--- src/rtl/leg_guard_pkg.sv ---
package leg_guard_pkg;
    typedef enum logic [1:0] {
        SIDE_NONE = 2'd0,
        SIDE_HI   = 2'd1,
        SIDE_LO   = 2'd2
    } side_e;

    typedef struct packed {
        logic hs;
        logic ls;
    } gate_pair_t;
endpackage

--- src/rtl/leg_cmd_decode.sv ---
module leg_cmd_decode (
    input  logic hi_cmd_n,
    input  logic lo_cmd_n,
    output logic want_hi,
    output logic want_lo
);
    // exactly one command active selects a side; none or both selects nothing
    always_comb begin
        want_hi = ~hi_cmd_n & lo_cmd_n;
        want_lo = ~lo_cmd_n & hi_cmd_n;
    end
endmodule

--- src/rtl/leg_hs_rearm.sv ---
module leg_hs_rearm (
    input  logic clk,
    input  logic rst_n,
    input  logic hi_cmd_n,
    input  logic hs_uv,
    output logic hs_permit
);
    typedef struct packed {
        logic armed;
        logic prev_n;
    } rearm_t;

    rearm_t st_d, st_q;
    logic   fall_edge;

    always_comb begin
        fall_edge    = st_q.prev_n & ~hi_cmd_n;
        hs_permit    = ~hs_uv & (st_q.armed | fall_edge);
        st_d.armed   = hs_permit;
        st_d.prev_n  = hi_cmd_n;
    end

    always_ff @(posedge clk or negedge rst_n) begin
        if (!rst_n) begin
            st_q.armed  <= 1'b1;
            st_q.prev_n <= 1'b1;
        end else begin
            st_q <= st_d;
        end
    end

    // once disarmed, only an activating edge re-arms
    assert_rearm_edge_R10: assert property (@(posedge clk) disable iff (!rst_n)
        (!st_q.armed && !(st_q.prev_n && !hi_cmd_n)) |=> !st_q.armed);
endmodule

--- src/rtl/leg_dead_timer.sv ---
module leg_dead_timer
    import leg_guard_pkg::*;
#(
    parameter int DEAD_CYC = 55
) (
    input  logic clk,
    input  logic rst_n,
    input  logic nxt_hi,
    input  logic nxt_lo,
    output logic hi_ok,
    output logic lo_ok
);
    localparam int CNT_W = $clog2(DEAD_CYC + 1);
    localparam logic [CNT_W-1:0] DEAD_V = CNT_W'(DEAD_CYC);

    typedef struct packed {
        logic [CNT_W-1:0] off_cnt;
        side_e            last;
    } timer_t;

    timer_t st_d, st_q;
    logic   gap_done;

    always_comb begin
        gap_done = (st_q.off_cnt >= DEAD_V);
        hi_ok    = gap_done | (st_q.last == SIDE_HI);
        lo_ok    = gap_done | (st_q.last == SIDE_LO);

        st_d = st_q;
        if (nxt_hi | nxt_lo) begin
            st_d.off_cnt = '0;
        end else if (!gap_done) begin
            st_d.off_cnt = st_q.off_cnt + 1'b1;
        end
        if (nxt_hi) begin
            st_d.last = SIDE_HI;
        end else if (nxt_lo) begin
            st_d.last = SIDE_LO;
        end
    end

    always_ff @(posedge clk or negedge rst_n) begin
        if (!rst_n) begin
            st_q.off_cnt <= DEAD_V;
            st_q.last    <= SIDE_NONE;
        end else begin
            st_q <= st_d;
        end
    end

    // the off counter never exceeds its saturation value
    assert_cnt_sat_R4: assert property (@(posedge clk) disable iff (!rst_n)
        st_q.off_cnt <= DEAD_V);
endmodule

--- src/rtl/leg_gate_guard.sv ---
module leg_gate_guard
    import leg_guard_pkg::*;
#(
    parameter int DEAD_CYC = 55
) (
    input  logic clk,
    input  logic rst_n,
    input  logic hi_cmd_n,
    input  logic lo_cmd_n,
    input  logic shutdown,
    input  logic hs_uv,
    output logic hs_gate,
    output logic ls_gate
);
    localparam int CHK_W = $clog2(DEAD_CYC + 1);
    localparam logic [CHK_W-1:0] CHK_MAX = CHK_W'(DEAD_CYC);

    gate_pair_t g_d, g_q;
    logic want_hi, want_lo, hs_permit, hi_ok, lo_ok;

    leg_cmd_decode u_decode (
        .hi_cmd_n (hi_cmd_n),
        .lo_cmd_n (lo_cmd_n),
        .want_hi  (want_hi),
        .want_lo  (want_lo)
    );

    leg_hs_rearm u_rearm (
        .clk       (clk),
        .rst_n     (rst_n),
        .hi_cmd_n  (hi_cmd_n),
        .hs_uv     (hs_uv),
        .hs_permit (hs_permit)
    );

    leg_dead_timer #(.DEAD_CYC(DEAD_CYC)) u_timer (
        .clk    (clk),
        .rst_n  (rst_n),
        .nxt_hi (g_d.hs),
        .nxt_lo (g_d.ls),
        .hi_ok  (hi_ok),
        .lo_ok  (lo_ok)
    );

    always_comb begin
        g_d.hs = want_hi & ~shutdown & hs_permit & hi_ok;
        g_d.ls = want_lo & ~shutdown & lo_ok;
    end

    always_ff @(posedge clk or negedge rst_n) begin
        if (!rst_n) begin
            g_q <= '0;
        end else begin
            g_q <= g_d;
        end
    end

    assign hs_gate = g_q.hs;
    assign ls_gate = g_q.ls;

    // ---------------- checker state (independent off-gap count) ----------------
    logic [CHK_W-1:0] chk_off_q;
    side_e            chk_last_q;
    logic             chk_need_edge_q;
    logic             chk_prev_n_q;

    always_ff @(posedge clk or negedge rst_n) begin
        if (!rst_n) begin
            chk_off_q       <= CHK_MAX;
            chk_last_q      <= SIDE_NONE;
            chk_need_edge_q <= 1'b0;
            chk_prev_n_q    <= 1'b1;
        end else begin
            if (g_q.hs || g_q.ls)        chk_off_q <= '0;
            else if (chk_off_q < CHK_MAX) chk_off_q <= chk_off_q + 1'b1;
            if (g_q.hs)      chk_last_q <= SIDE_HI;
            else if (g_q.ls) chk_last_q <= SIDE_LO;
            if (hs_uv)                                   chk_need_edge_q <= 1'b1;
            else if (chk_prev_n_q && !hi_cmd_n)          chk_need_edge_q <= 1'b0;
            chk_prev_n_q <= hi_cmd_n;
        end
    end

    assert_no_overlap_R3: assert property (@(posedge clk) disable iff (!rst_n)
        !(hs_gate && ls_gate));

    assert_gap_lo_on_R4: assert property (@(posedge clk) disable iff (!rst_n)
        ($rose(ls_gate) && chk_last_q == SIDE_HI) |-> (chk_off_q >= CHK_MAX));

    assert_gap_hi_on_R7: assert property (@(posedge clk) disable iff (!rst_n)
        ($rose(hs_gate) && chk_last_q == SIDE_LO) |-> (chk_off_q >= CHK_MAX));

    assert_both_cmd_off_R2: assert property (@(posedge clk) disable iff (!rst_n)
        (!hi_cmd_n && !lo_cmd_n) |=> (!hs_gate && !ls_gate));

    assert_shutdown_off_R8: assert property (@(posedge clk) disable iff (!rst_n)
        shutdown |=> (!hs_gate && !ls_gate));

    assert_uv_hs_off_R9: assert property (@(posedge clk) disable iff (!rst_n)
        hs_uv |=> !hs_gate);

    assert_uv_needs_edge_R10: assert property (@(posedge clk) disable iff (!rst_n)
        (chk_need_edge_q && !(chk_prev_n_q && !hi_cmd_n && !hs_uv)) |=> !hs_gate);
endmodule

--- config.mk ---
export PLATFORM = sky130hd
export DESIGN_NAME = leg_gate_guard
export DESIGN_NICKNAME = d
export VERILOG_FILES = /design/src/rtl/leg_guard_pkg.sv /design/src/rtl/leg_cmd_decode.sv /design/src/rtl/leg_hs_rearm.sv /design/src/rtl/leg_dead_timer.sv /design/src/rtl/leg_gate_guard.sv
export SDC_FILE = /design/constraint.sdc
export NUM_CORES = 1
export LEC_CHECK = 0
export BUFFER_PORTS_ARGS = -buffer_cell sky130_fd_sc_hd__buf_2
export CAP_MARGIN = 30
export CORE_AREA = 5 5 52 54
export DETAILED_ROUTE_END_ITERATION = 8
export DIE_AREA = 0 0 57 59
export PLACE_DENSITY = 0.4
export SLEW_MARGIN = 5
export SYNTH_ARGS = -nofsm -noshare
export SYNTH_HDL_FRONTEND = slang
export SYNTH_SLANG_ARGS = --single-unit
--- constraint.sdc ---
create_clock -name clk -period 1.7 [get_ports clk]
set_input_delay 0.17 -clock clk [delete_from_list [all_inputs] [get_ports clk]]
set_output_delay 0.17 -clock clk [all_outputs]
set_load 0.02 [all_outputs]
==> results.rst, run 1 <==
.. list-table::
   :header-rows: 1

   * - Metric
     - Value
   * - Worst path cell trace
     - ha_1 > a21o_4 > a21oi_4 > o22ai_2 > a311oi_1
   * - Detailed Routing Iterations Pass 1
     - 2
   * - Count of cell types in the netlist
     - 26
   * - Share of flip-flops with an asynchronous set or reset
     - 100%
   * - CTS H-tree lvls
     - 1
   * - Max Fanout on Critical Path
     - 6
   * - Residual antenna-violating net count after detailed routing
     - 0
   * - Post-Route Utilization
     - between 30% and 40%
   * - Worst R2R End
     - u_timer.st_q[4]$_DFFE_PN1P_
   * - Average footprint of a synthesized cell
     - 11.3 sq um
   * - Pwr Density
     - 1550 mW/mm^2
   * - Post-Route Skew
     - 2.38 ps
   * - Delay contributed by the slowest stage of the critical path
     - 380 ps
   * - Worst reg-to-reg setup slack
     - 80 ps
   * - Peak supply drop
     - 591 uV
   * - Required arrival time at the worst endpoint
     - 1880 ps
   * - Min-Delay Path Class
     - input pin to flip-flop
   * - Number of hold-slack violations in the final timing report
     - 0
   * - Crit end category
     - flip-flop
   * - Origin of the critical flop-to-flop path
     - u_timer.st_q[2]$_DFFE_PN1P_
   * - Unrepaired setup endpoints after global routing
     - true
   * - TritonCTS clock tree
     - yes
   * - Filler instances
     - ~230
   * - Final hold slack
     - ~24 ps
   * - Area Growth Syn to Fin
     - 22.4%
   * - Post-CTS sizing
     - 0
   * - Run status
     - finished clean
   * - Number of antenna violations at the first check in global routing
     - 0
   * - Final Power
     - 1.07 mW
   * - Number of flops mapped to enable cells by yosys
     - 0
   * - Skew-Pair Late Insertion Delay
     - 270 ps
   * - Hold path endpoint
     - u_rearm.st_q[1]$_DFF_PN1_
   * - Final setup violation count
     - 0
   * - Cell at the root of the clock tree
     - clkbuf_4
   * - Count of state elements after synthesis
     - 12
   * - Max Clk Rate
     - 618 MHz
   * - Starting Density
     - a little over a quarter
   * - Post-route setup slack
     - 83.0 ps
   * - Worst endpoint data arrival time
     - 1800 ps
   * - Detailed-route via count
     - 424
   * - Clock buffer count from CTS
     - 3
   * - Cell taking the most area after synthesis
     - dfstp_2
   * - Max-slew violations
     - 0
   * - CTS Sinks
     - 12
   * - Cell area after technology mapping
     - about 560 sq um
   * - Worst-case setup slack after placement
     - 126 ps
   * - Hold wc startpoint
     - hs_uv
   * - Number of global-route vias before repair
     - approximately 430
   * - Source of the critical timing path
     - u_timer.st_q[2]$_DFFE_PN1P_
   * - Area share of the leading cell type in the synthesized netlist
     - 32.6%
   * - Half-perimeter wire length after placement
     - ~730 um
   * - Cell types with the largest area share after synthesis
     - dfstp_2, dfrtp_1, nor2_1
   * - Core Region
     - 0.00217 sq mm
   * - Element type at the critical path start
     - flip-flop
   * - Share of the clock period used by the worst path
     - 95.1%
   * - Final-stage net count
     - 71
   * - Yosys Warn Count
     - 0
   * - Normalized max-slew margin
     - 80.1%
   * - Fraction of layout cells with a size suffix above 1
     - 38.1%
   * - Most used DFF post-synth
     - dfstp_2
   * - Max stage delay cell, worst path
     - dfstp_2
   * - Total die area
     - between 0.003 and 0.004 sq mm
   * - Clock period minus worst slack
     - 1620 ps
   * - Nets in the synthesized netlist
     - between 50 and 60
   * - Transition at the pin with the smallest max-transition slack
     - 299 ps
   * - DRT Wirelength
     - ~1000 um
   * - Post-DR vias/cell
     - 4.66
   * - Final estimated routing congestion in global placement
     - between 0.7 and 0.8
   * - WHS Path Cells
     - 2
   * - Maximum number of pins on one net before global-route repair
     - 13
   * - Register-to-Register Path Depth
     - 5
   * - Floorplan row count
     - 17
   * - Post-Syn Instances
     - 50
   * - Proportion of synthesized chip area in sequential cells
     - between 50% and 60%
   * - Total routing usage reported by global routing
     - 7.48%
   * - Number of non-filler instances in the completed layout
     - 91
   * - First-pass GRT wire length
     - 1880 um
   * - Max-cap check violation count
     - 0
   * - Standby leakage power
     - 0.279 nW
   * - Number of cells after detailed placement
     - 85
   * - Top Ports
     - 8
   * - Critical path class
     - flip-flop to flip-flop
   * - Clock-pin slew on the worst setup and hold paths
     - 80 ps
   * - Iter 0 DRT Violations
     - 4
   * - Buffer count from post-CTS setup fixing
     - 0
   * - Maximum buffer depth of the clock tree
     - 2
   * - Antenna Cells
     - 0
   * - # port buffers
     - 7
   * - DRC violation count after routing
     - 0
   * - Die Height
     - 59 um
   * - Overflow left after global routing
     - 0
   * - Width of the die
     - 57 um
   * - Routed length per instance
     - 11.4 um
per-layer routing:
layer | up-vias | wire length [um] | global-route usage, %
met2 | 8 | 501 | 12.2
met3 | 2 | 51 | 3.92
met4 | 0 | 15 | 2.98
met1 | 208 | 468 | 8.20
met5 | - | 0 | 0
li1 | 206 | - | -
what timing repair did:
| item | 4_1_cts | 5_1_grt |
|---|---|---|
| endpoints found under the hold margin | 6 | 0 |
| hold buffers | 2 | 0 |
| endpoints found under the setup margin | 0 | 1 |
through the flow:
stage | TNS, ps | instance area, sq um
5_1_grt | -24.4 | 691
3_5_place_dp | 0 | 634
6_report | 0 | 691
3_3_place_gp | 0 | 634
2_1_floorplan | 0 | 564
4_1_cts | 0 | 691
cells by family (layout without fill, tap and decap cells):
group,after synthesis,count (layout),synth area share (%)
AOI/OAI and AO/OA,15,15,23.1
xor gates and xnor gates,2,2,3.10
adders and majority gates,1,1,2.22
buffers and inverters,1,14,0.665
DFF,12,12,54.8
and+or+nand+nor,19,19,16.2
cell type report:
cell class	instances	area [sq um]	share of cell area, %
clock buffer	4	36.3	5.25
inverter	1	3.75	0.543
multi-input combinational	37	251	36.4
sequential	12	309	44.7
tap	28	35.0	5.07
timing repair buffer	9	55.1	7.97
critical path: cells and delay by family (launching register included):
| kind | cells | cell delay [ps] |
|---|---|---|
| AO/OA/AOI/OAI | 4 | 890 |
| adder cells (fa/ha/maj) | 1 | 260 |
| flip-flops | 1 | 380 |
worst max path at each step:
stage / depth (start not counted) / to
after floorplan: 5 / u_timer.st_q[4]$_DFFE_PN1P_
after global placement: 5 / u_timer.st_q[5]$_DFFE_PN0P_
after detailed placement: 5 / u_timer.st_q[4]$_DFFE_PN1P_
after CTS: 5 / u_timer.st_q[4]$_DFFE_PN1P_
after global routing: 5 / u_timer.st_q[4]$_DFFE_PN1P_
final: 5 / u_timer.st_q[4]$_DFFE_PN1P_
layout by cell type (no fill, tap or decap), types with 2 or more instances in the layout:
cell type / Yosys / layout
a31oi_1: 2 / 2
dlygate4sd3_1: 0 / 2
nand3_1: 2 / 2
dfstp_2: 7 / 7
nand2_1: 3 / 3
buf_2: 0 / 7
a21oi_1: 3 / 3
xnor2_1: 2 / 2
nor2b_1: 2 / 2
clkbuf_4: 0 / 3
dfrtp_1: 5 / 5
nor2_1: 7 / 7
Yosys cell counts (all sizes together), types with 2 or more instances:
master,count
dfstp,7
nor2,7
a21oi,5
dfrtp,5
nand2,3
a31oi,2
nand3,2
nor2b,2
o21ai,2
xnor2,2
state kept, by name, indices dropped and copies added (netlist names):
register	cells
hs_gate	1
u_timer.st_q	8
u_rearm.st_q	2
ls_gate	1
power by group:
group	internal (mW)	switching [mW]
sequential	0.423	0.0953
clock	0.130	0.0970
combinational	0.155	0.170
total	0.708	0.362
Note: power is estimated with default switching activity, not from simulation.
==> inputs of run 2 (changes only) <==
--- a/config.mk
+++ b/config.mk
@@ -11,6 +11,7 @@
 export DETAILED_ROUTE_END_ITERATION = 8
 export DIE_AREA = 0 0 57 59
 export PLACE_DENSITY = 0.4
+export RECOVER_POWER = 100
 export SLEW_MARGIN = 5
 export SYNTH_ARGS = -nofsm -noshare
 export SYNTH_HDL_FRONTEND = slang
==> results.rst, run 2 (synthesis results as in run 1) <==
.. list-table::
   :header-rows: 1

   * - Metric
     - Value
   * - Run status
     - finished clean
   * - Floorplan row count
     - 17 (unchanged)
   * - Placed inst area
     - 634 sq um (unchanged)
   * - Overflow left after global routing
     - 0 (unchanged)
   * - Number of global-route vias before repair
     - 432 (unchanged)
   * - Fraction of layout cells with a size suffix above 1
     - 30.2% (-7.9 points)
   * - Final-stage net count
     - 71 (unchanged)
   * - Post-CTS sizing
     - 0 (unchanged)
   * - Worst reg-to-reg setup slack
     - 80 ps (about the same)
   * - Hold wc startpoint
     - hs_uv
   * - Final estimated routing congestion in global placement
     - 0.702 (unchanged)
   * - Cell at the root of the clock tree
     - clkbuf_4
   * - Global routing usage on met3
     - 3.92% (unchanged)
   * - Max Fanout on Critical Path
     - 6 (unchanged)
   * - Residual antenna-violating net count after detailed routing
     - 0 (unchanged)
   * - Maximum number of pins on one net before global-route repair
     - 13 (unchanged)
   * - Post-Route Skew
     - 0.919 ps (-1.46 ps)
   * - Post-Route Utilization
     - 31.6% (-0.23 points)
   * - Routed length per instance
     - 11.4 um (+0.39%)
   * - Post-route design area
     - 686 sq um (-0.72%)
   * - Final setup violation count
     - 0 (unchanged)
   * - Busiest layer in global routing
     - met2
   * - Core Region
     - 0.00217 sq mm (unchanged)
   * - Peak supply drop
     - 589 uV (-0.41%)
   * - CTS Sinks
     - 12 (unchanged)
   * - Worst-case setup slack after placement
     - 126 ps (unchanged)
   * - Max-cap check violation count
     - 0 (unchanged)
   * - Register-to-Register Path Depth
     - 5 (unchanged)
   * - Crit end category
     - flip-flop
   * - Clock-pin slew on the worst setup and hold paths
     - 80 ps (about the same)
   * - Min-Delay Path Class
     - input pin to flip-flop
   * - Area used by sequential logic in the layout
     - 309 sq um (unchanged)
   * - Area Growth Syn to Fin
     - 21.5%
   * - Largest registers in the final layout
     - u_timer.st_q: 8 flops, u_rearm.st_q: 2 flops
   * - WHS Path Cells
     - 2 (unchanged)
   * - Unrepaired setup endpoints after global routing
     - true
   * - Multi-input combinational cell area
     - 251 sq um (unchanged)
   * - Width of the die
     - 57 um (unchanged)
   * - Starting Density
     - 26.0% (unchanged)
   * - Detailed-route via count
     - 431 (+1.7%)
   * - Post-DR vias/cell
     - 4.74 (+1.7%)
   * - Share of the clock period used by the worst path
     - 95.1% (about the same)
   * - Die Height
     - 59 um (unchanged)
   * - Final hold slack
     - 25.3 ps (+1.63 ps)
   * - Number of antenna violations at the first check in global routing
     - 0 (unchanged)
   * - CTS H-tree lvls
     - 1 (unchanged)
   * - Skew-Pair Late Insertion Delay
     - 270 ps (about the same)
   * - Filler instances
     - 235 (+0.86%)
   * - Final Power
     - 1.06 mW (-0.62%)
   * - Number of non-filler instances in the completed layout
     - 91 (unchanged)
   * - Maximum buffer depth of the clock tree
     - 2 (unchanged)
   * - Number of cells after detailed placement
     - 85 (unchanged)
   * - Normalized max-slew margin
     - 56.6% (-24 points)
   * - Largest register by flop count
     - u_timer.st_q
   * - Number of hold-slack violations in the final timing report
     - 0 (unchanged)
   * - Critical path class
     - flip-flop to flip-flop
   * - Antenna Cells
     - 0 (unchanged)
   * - # port buffers
     - 7 (unchanged)
   * - Most used cells in the layout excluding fill and tap cells
     - nor2_1, dfstp_2, dfrtp_1, clkbuf_1
   * - First-pass GRT wire length
     - 1880 um (unchanged)
   * - Clock period minus worst slack
     - 1620 ps (+0.0630 ps)
   * - Element type at the critical path start
     - flip-flop
   * - Max-slew violations
     - 0 (unchanged)
   * - Setup TNS after final layout
     - 0 ps (unchanged)
   * - Clock buffer count from CTS
     - 3 (unchanged)
   * - Max Clk Rate
     - 618 MHz (about the same)
   * - Pwr Density
     - 1550 mW/mm^2 (+0.10%)
   * - Total die area
     - 0.00336 sq mm (unchanged)
   * - Worst R2R End
     - u_timer.st_q[4]$_DFFE_PN1P_
   * - Hold path endpoint
     - u_rearm.st_q[1]$_DFF_PN1_
   * - DRT Wirelength
     - 1040 um (+0.39%)
   * - Post-route setup slack
     - 82.9 ps (-0.0630 ps)
   * - Transition at the pin with the smallest max-transition slack
     - 652 ps (+353 ps)
   * - Worst endpoint data arrival time
     - 1790 ps (about the same)
   * - Total routing usage reported by global routing
     - 7.48% (unchanged)
   * - Global-route track usage on met2
     - 12.2% (unchanged)
   * - Iter 0 DRT Violations
     - 8 (+4)
   * - DRC violation count after routing
     - 0 (unchanged)
   * - Top Ports
     - 8 (unchanged)
   * - TritonCTS clock tree
     - yes
   * - Origin of the critical flop-to-flop path
     - u_timer.st_q[2]$_DFFE_PN1P_
   * - Detailed Routing Iterations Pass 1
     - 4 (+2)
   * - Met1 layer usage reported by global route
     - 8.20% (unchanged)
   * - Standby leakage power
     - 0.266 nW (-4.6%)
   * - Largest register FFs
     - 8 (unchanged)
   * - Required arrival time at the worst endpoint
     - 1880 ps (about the same)
   * - Half-perimeter wire length after placement
     - 734 um (unchanged)
## run 2: cell count changes in the layout (fill, tap and decap cells not counted), sizes merged
cell | previous run | this run
buf | 7 | 3
clkbuf | 4 | 8
## run 2: final cells by class
cell class	count	share of cell area [%]
flip-flops and latches	12	45.1
multi-input cells	37	36.7
repair buffers	9	7.30
clock buffers	4	5.29
well taps	28	5.11
inverters	1	0.547
## run 2: how the worst max path moves through the flow
stage	start	endpoint	slack, ps	cells past startpoint
finish	u_timer.st_q[2]$_DFFE_PN1P_	u_timer.st_q[4]$_DFFE_PN1P_	80	5
global route	u_timer.st_q[2]$_DFFE_PN1P_	u_timer.st_q[4]$_DFFE_PN1P_	-20	5
CTS	u_timer.st_q[2]$_DFFE_PN1P_	u_timer.st_q[4]$_DFFE_PN1P_	70	5
detailed placement	u_timer.st_q[2]$_DFFE_PN1P_	u_timer.st_q[4]$_DFFE_PN1P_	130	5
global placement	u_timer.st_q[3]$_DFFE_PN1P_	u_timer.st_q[5]$_DFFE_PN0P_	130	5
floorplan	u_timer.st_q[2]$_DFFE_PN1P_	u_timer.st_q[4]$_DFFE_PN1P_	220	5
## run 2: what timing repair did
| item | 4_1_cts | 5_1_grt |
|---|---|---|
| setup endpoints to repair | 0 | 1 |
| setup buffers | 0 | 0 |
| hold endpoints to repair | 6 | 0 |
| hold buffers | 2 | 0 |
## run 2: worst max-delay path, cell delays in order (launching register included)
cell	delay [ps]
dfstp_2	380
ha_1	260
a21o_4	270
a21oi_2	170
o22ai_2	160
a311oi_1	290
## run 2: where the power goes
group          total [mW]  switching [mW]  internal (mW)
clock               0.225          0.0947          0.130
combinational       0.322           0.169          0.153
sequential          0.517          0.0943          0.423
total                1.06           0.358          0.706
## run 2: per-layer routing
layer | vias up | wire length, um | part of all wire (%)
met5 | - | 0 | 0
met4 | 0 | 15 | 1.4
met3 | 2 | 46 | 4.4
met2 | 6 | 512 | 49
met1 | 215 | 465 | 45
li1 | 208 | - | -
==> inputs of run 3 (changes only) <==
--- a/config.mk
+++ b/config.mk
@@ -5,11 +5,12 @@
 export SDC_FILE = /design/constraint.sdc
 export NUM_CORES = 1
 export LEC_CHECK = 0
+export ABC_AREA = 1
 export BUFFER_PORTS_ARGS = -buffer_cell sky130_fd_sc_hd__buf_2
 export CAP_MARGIN = 30
-export CORE_AREA = 5 5 52 54
+export CORE_AREA = 5 5 68 45
 export DETAILED_ROUTE_END_ITERATION = 8
-export DIE_AREA = 0 0 57 59
+export DIE_AREA = 0 0 73 50
 export PLACE_DENSITY = 0.4
 export RECOVER_POWER = 100
 export SLEW_MARGIN = 5
==> results.rst, run 3 <==
.. list-table::
   :header-rows: 1

   * - Metric
     - Value
   * - Number of non-filler instances in the completed layout
     - 121 (+33%)
   * - Detailed-route via count
     - 457 (+6.0%)
   * - Worst endpoint data arrival time
     - 1580 ps (-210 ps)
   * - WHS Path Cells
     - 1 (-1)
   * - Max Clk Rate
     - 691 MHz (+12%)
   * - Half-perimeter wire length after placement
     - 876 um (+19%)
   * - Number of hold-slack violations in the final timing report
     - 0 (unchanged)
   * - Top Ports
     - 8 (unchanged)
   * - Most common cell after layout, fill and taps aside
     - nand2_1
   * - Clock period minus worst slack
     - 1450 ps (-170 ps)
   * - Share of the clock period used by the worst path
     - 85.1% (-10 points)
   * - Width of the die
     - 73 um (+28%)
   * - Antenna Cells
     - 0 (unchanged)
   * - Internal power summed over all cells
     - 0.693 mW (-1.8%)
   * - Delay contributed by the slowest stage of the critical path
     - 550 ps (+170 ps)
   * - Commonest cells in the netlist
     - nand2_1, inv_1, nor2_1
   * - CTS Sinks
     - 12 (unchanged)
   * - Filler instances
     - 291 (+24%)
   * - Pwr Density
     - 1410 mW/mm^2 (-9.2%)
   * - Most used cells in the layout excluding fill and tap cells
     - nand2_1, inv_1, nor2_1, dfstp_2
   * - Power share of the sequential group
     - 45.5% (-3.1 points)
   * - Proportion of power drawn by the clock network
     - 25.3% (+4.2 points)
   * - Area Growth Syn to Fin
     - 20.0%
   * - Register-to-Register Path Depth
     - 8 (+3)
   * - Die Height
     - 50 um (-15%)
   * - Run status
     - finished clean
   * - Number of flops mapped to enable cells by yosys
     - 0 (unchanged)
   * - Total routing usage reported by global routing
     - 7.36% (-0.12 points)
   * - Clock-pin slew on the worst setup and hold paths
     - 50 ps (-30 ps)
   * - Total of hold buffers inserted after clock tree synthesis
     - 1 (-1)
   * - Global-route track usage on met2
     - 9.64% (-2.6 points)
   * - Peak supply drop
     - 586 uV (-0.57%)
   * - Routed length per instance
     - 9.14 um (-20%)
   * - Overflow left after global routing
     - 0 (unchanged)
   * - Core Region
     - 0.00238 sq mm (+9.8%)
   * - Largest register FFs
     - 8 (unchanged)
   * - Residual antenna-violating net count after detailed routing
     - 0 (unchanged)
   * - Count of cell types in the netlist
     - 14 (-46%)
   * - TritonCTS clock tree
     - yes
   * - Floorplan row count
     - 14 (-3)
   * - Proportion of synthesized chip area in sequential cells
     - 50.5% (-4.3 points)
   * - Final-stage net count
     - 97 (+37%)
   * - Skew-Pair Late Insertion Delay
     - 240 ps (-30 ps)
   * - Part of the power in combinational logic
     - 29.2% (-1.0 points)
   * - CTS H-tree lvls
     - 1 (unchanged)
   * - Max Fanout on Critical Path
     - 8 (+2)
   * - Fraction of layout cells with a size suffix above 1
     - 22.5% (-7.7 points)
   * - Required arrival time at the worst endpoint
     - 1830 ps (-50 ps)
   * - Crit. path cell count
     - 8 (+3)
   * - Cell taking the most area after synthesis
     - dfstp_2
   * - Cell at the root of the clock tree
     - clkbuf_8
   * - Max-cap check violation count
     - 0 (unchanged)
   * - Worst-case setup slack after placement
     - 279 ps (+153 ps)
   * - DRT Wirelength
     - 1110 um (+6.3%)
   * - Post-Syn Instances
     - 77 (+54%)
   * - Most repeated cell in the gate-level netlist after synthesis
     - nand2_1
   * - Max stage delay cell, worst path
     - dfstp_1
   * - Iter 0 DRT Violations
     - 16 (+8)
   * - Critical path class
     - flip-flop to flip-flop
   * - Max-slew violations
     - 0 (unchanged)
   * - Nets in the synthesized netlist
     - 84 (+47%)
   * - Average footprint of a synthesized cell
     - 7.95 sq um (-30%)
   * - Combined buffer and inverter count along the critical path
     - 0 (unchanged)
   * - Final setup violation count
     - 0 (unchanged)
   * - Min-Delay Path Class
     - input pin to flip-flop
   * - Maximum number of pins on one net before global-route repair
     - 13 (unchanged)
   * - Setup TNS after final layout
     - 0 ps (unchanged)
   * - Number of antenna violations at the first check in global routing
     - 0 (unchanged)
   * - Busiest layer in global routing
     - met1
   * - Cell types with the largest area share after synthesis
     - dfstp_2, dfrtp_1, nand2_1
   * - First-pass GRT wire length
     - 2030 um (+7.7%)
   * - Post-Route Skew
     - 3.81 ps (+2.90 ps)
   * - Most used DFF post-synth
     - dfstp_2
   * - Area share of the leading cell type in the synthesized netlist
     - 30.1% (-2.5 points)
   * - Largest register by flop count
     - u_timer.st_q
   * - Detailed Routing Iterations Pass 1
     - 4 (unchanged)
   * - Maximum buffer depth of the clock tree
     - 2 (unchanged)
   * - Post-Route Utilization
     - 30.8% (-0.77 points)
   * - Count of state elements after synthesis
     - 12 (unchanged)
   * - Crit end category
     - flip-flop
   * - Worst path cell trace
     - ha_1 > nand2_1 > nand2_1 > nand2_4 > o21ai_2 > nand2_4 > nand2_4 > nor2_1
   * - Kind of cell adding the most delay to the critical path
     - flip-flops
   * - Clock buffer count from CTS
     - 3 (unchanged)
   * - # port buffers
     - 7 (unchanged)
   * - Global routing usage on met3
     - 4.26% (+0.34 points)
   * - Yosys Warn Count
     - 0 (unchanged)
   * - Starting Density
     - 25.7% (-0.33 points)
   * - Share of flip-flops with an asynchronous set or reset
     - 100% (unchanged)
   * - Number of global-route vias before repair
     - 454 (+5.1%)
   * - Most frequent cell on the critical path
     - nand2_4
   * - Switching share of total power
     - 33.0% (-0.65 points)
   * - Final hold slack
     - 59.9 ps (+34.7 ps)
   * - Post-CTS sizing
     - 0 (unchanged)
   * - Number of cells after detailed placement
     - 116 (+36%)
   * - Post-DR vias/cell
     - 3.78 (-20%)
   * - Largest registers in the final layout
     - u_timer.st_q: 8 flops, u_rearm.st_q: 2 flops
   * - Met1 layer usage reported by global route
     - 10.1% (+1.9 points)
   * - Final estimated routing congestion in global placement
     - 0.701 (about the same)
   * - Element type at the critical path start
     - flip-flop
   * - Post-route setup slack
     - 253 ps (+170 ps)
   * - Net Sw Power
     - 0.341 mW (-4.7%)
   * - Buffer count from post-CTS setup fixing
     - 0 (unchanged)
   * - Total die area
     - 0.00365 sq mm (+8.5%)
   * - Cell area after technology mapping
     - 612 sq um (+8.4%)
   * - DRC violation count after routing
     - 0 (unchanged)
   * - Normalized max-slew margin
     - 58.3% (+1.7 points)
   * - Standby leakage power
     - 0.428 nW (+61%)
   * - Transition at the pin with the smallest max-transition slack
     - 626 ps (-25.6 ps)
   * - Unrepaired setup endpoints after global routing
     - false
## run 3: path summary, 6_finish.rpt
check                      slack, ps                         from                     endpoint
max                              250  u_timer.st_q[2]$_DFFE_PN1P_  u_timer.st_q[5]$_DFFE_PN0P_
min                               60                     hi_cmd_n    u_rearm.st_q[0]$_DFF_PN1_
max reg2reg                      250  u_timer.st_q[2]$_DFFE_PN1P_  u_timer.st_q[5]$_DFFE_PN0P_
min reg2reg                      540  u_timer.st_q[0]$_DFFE_PN0P_  u_timer.st_q[0]$_DFFE_PN0P_
max in group asynchronous        840                        rst_n  u_timer.st_q[5]$_DFFE_PN0P_
min in group asynchronous        460                        rst_n            hs_gate$_DFF_PN0_
## run 3: per-layer routing
metal  part of all wire [%]  wire (um)  vias to the layer above
met1                     52        577                      202
li1                       -          -                      248
met5                      0          0                        -
met2                     42        470                        7
met3                    5.2         57                        0
met4                      0          0                        0
## run 3: cell families (layout without fill, tap and decap cells)
| logic type | after synthesis | after routing | synth area share [%] |
|---|---|---|---|
| AOI/OAI and AO/OA | 4 | 4 | 4.70 |
| DFF | 12 | 12 | 50.5 |
| buffers and inverters | 17 | 29 | 10.4 |
| and+or+nand+nor | 43 | 43 | 32.3 |
| adders and majority gates | 1 | 1 | 2.04 |
## run 3: cell type report
class                   count  area [sq um]  share of cell area (%)
multi-input cells          48           236                    32.2
clock buffers               4          45.0                    6.13
repair buffers              8          40.0                    5.45
inverters                  17          63.8                    8.69
flip-flops and latches     12           309                    42.1
well taps                  32          40.0                    5.45
## run 3: through the flow
| step | cell area, sq um | power [mW] |
|---|---|---|
| floorplan | 612 | 0.711 |
| global placement | 687 | 0.790 |
| detailed placement | 687 | 0.791 |
| CTS | 742 | 1.06 |
| global route | 734 | 1.13 |
| finish | 734 | 1.03 |
## run 3: power groups by stage
stage	sequential, mW	combinational, mW	clock [mW]
finish	0.471	0.302	0.261
global route	0.480	0.362	0.291
CTS	0.475	0.315	0.273
detailed placement	0.478	0.312	0
global placement	0.475	0.315	0
floorplan	0.460	0.251	0
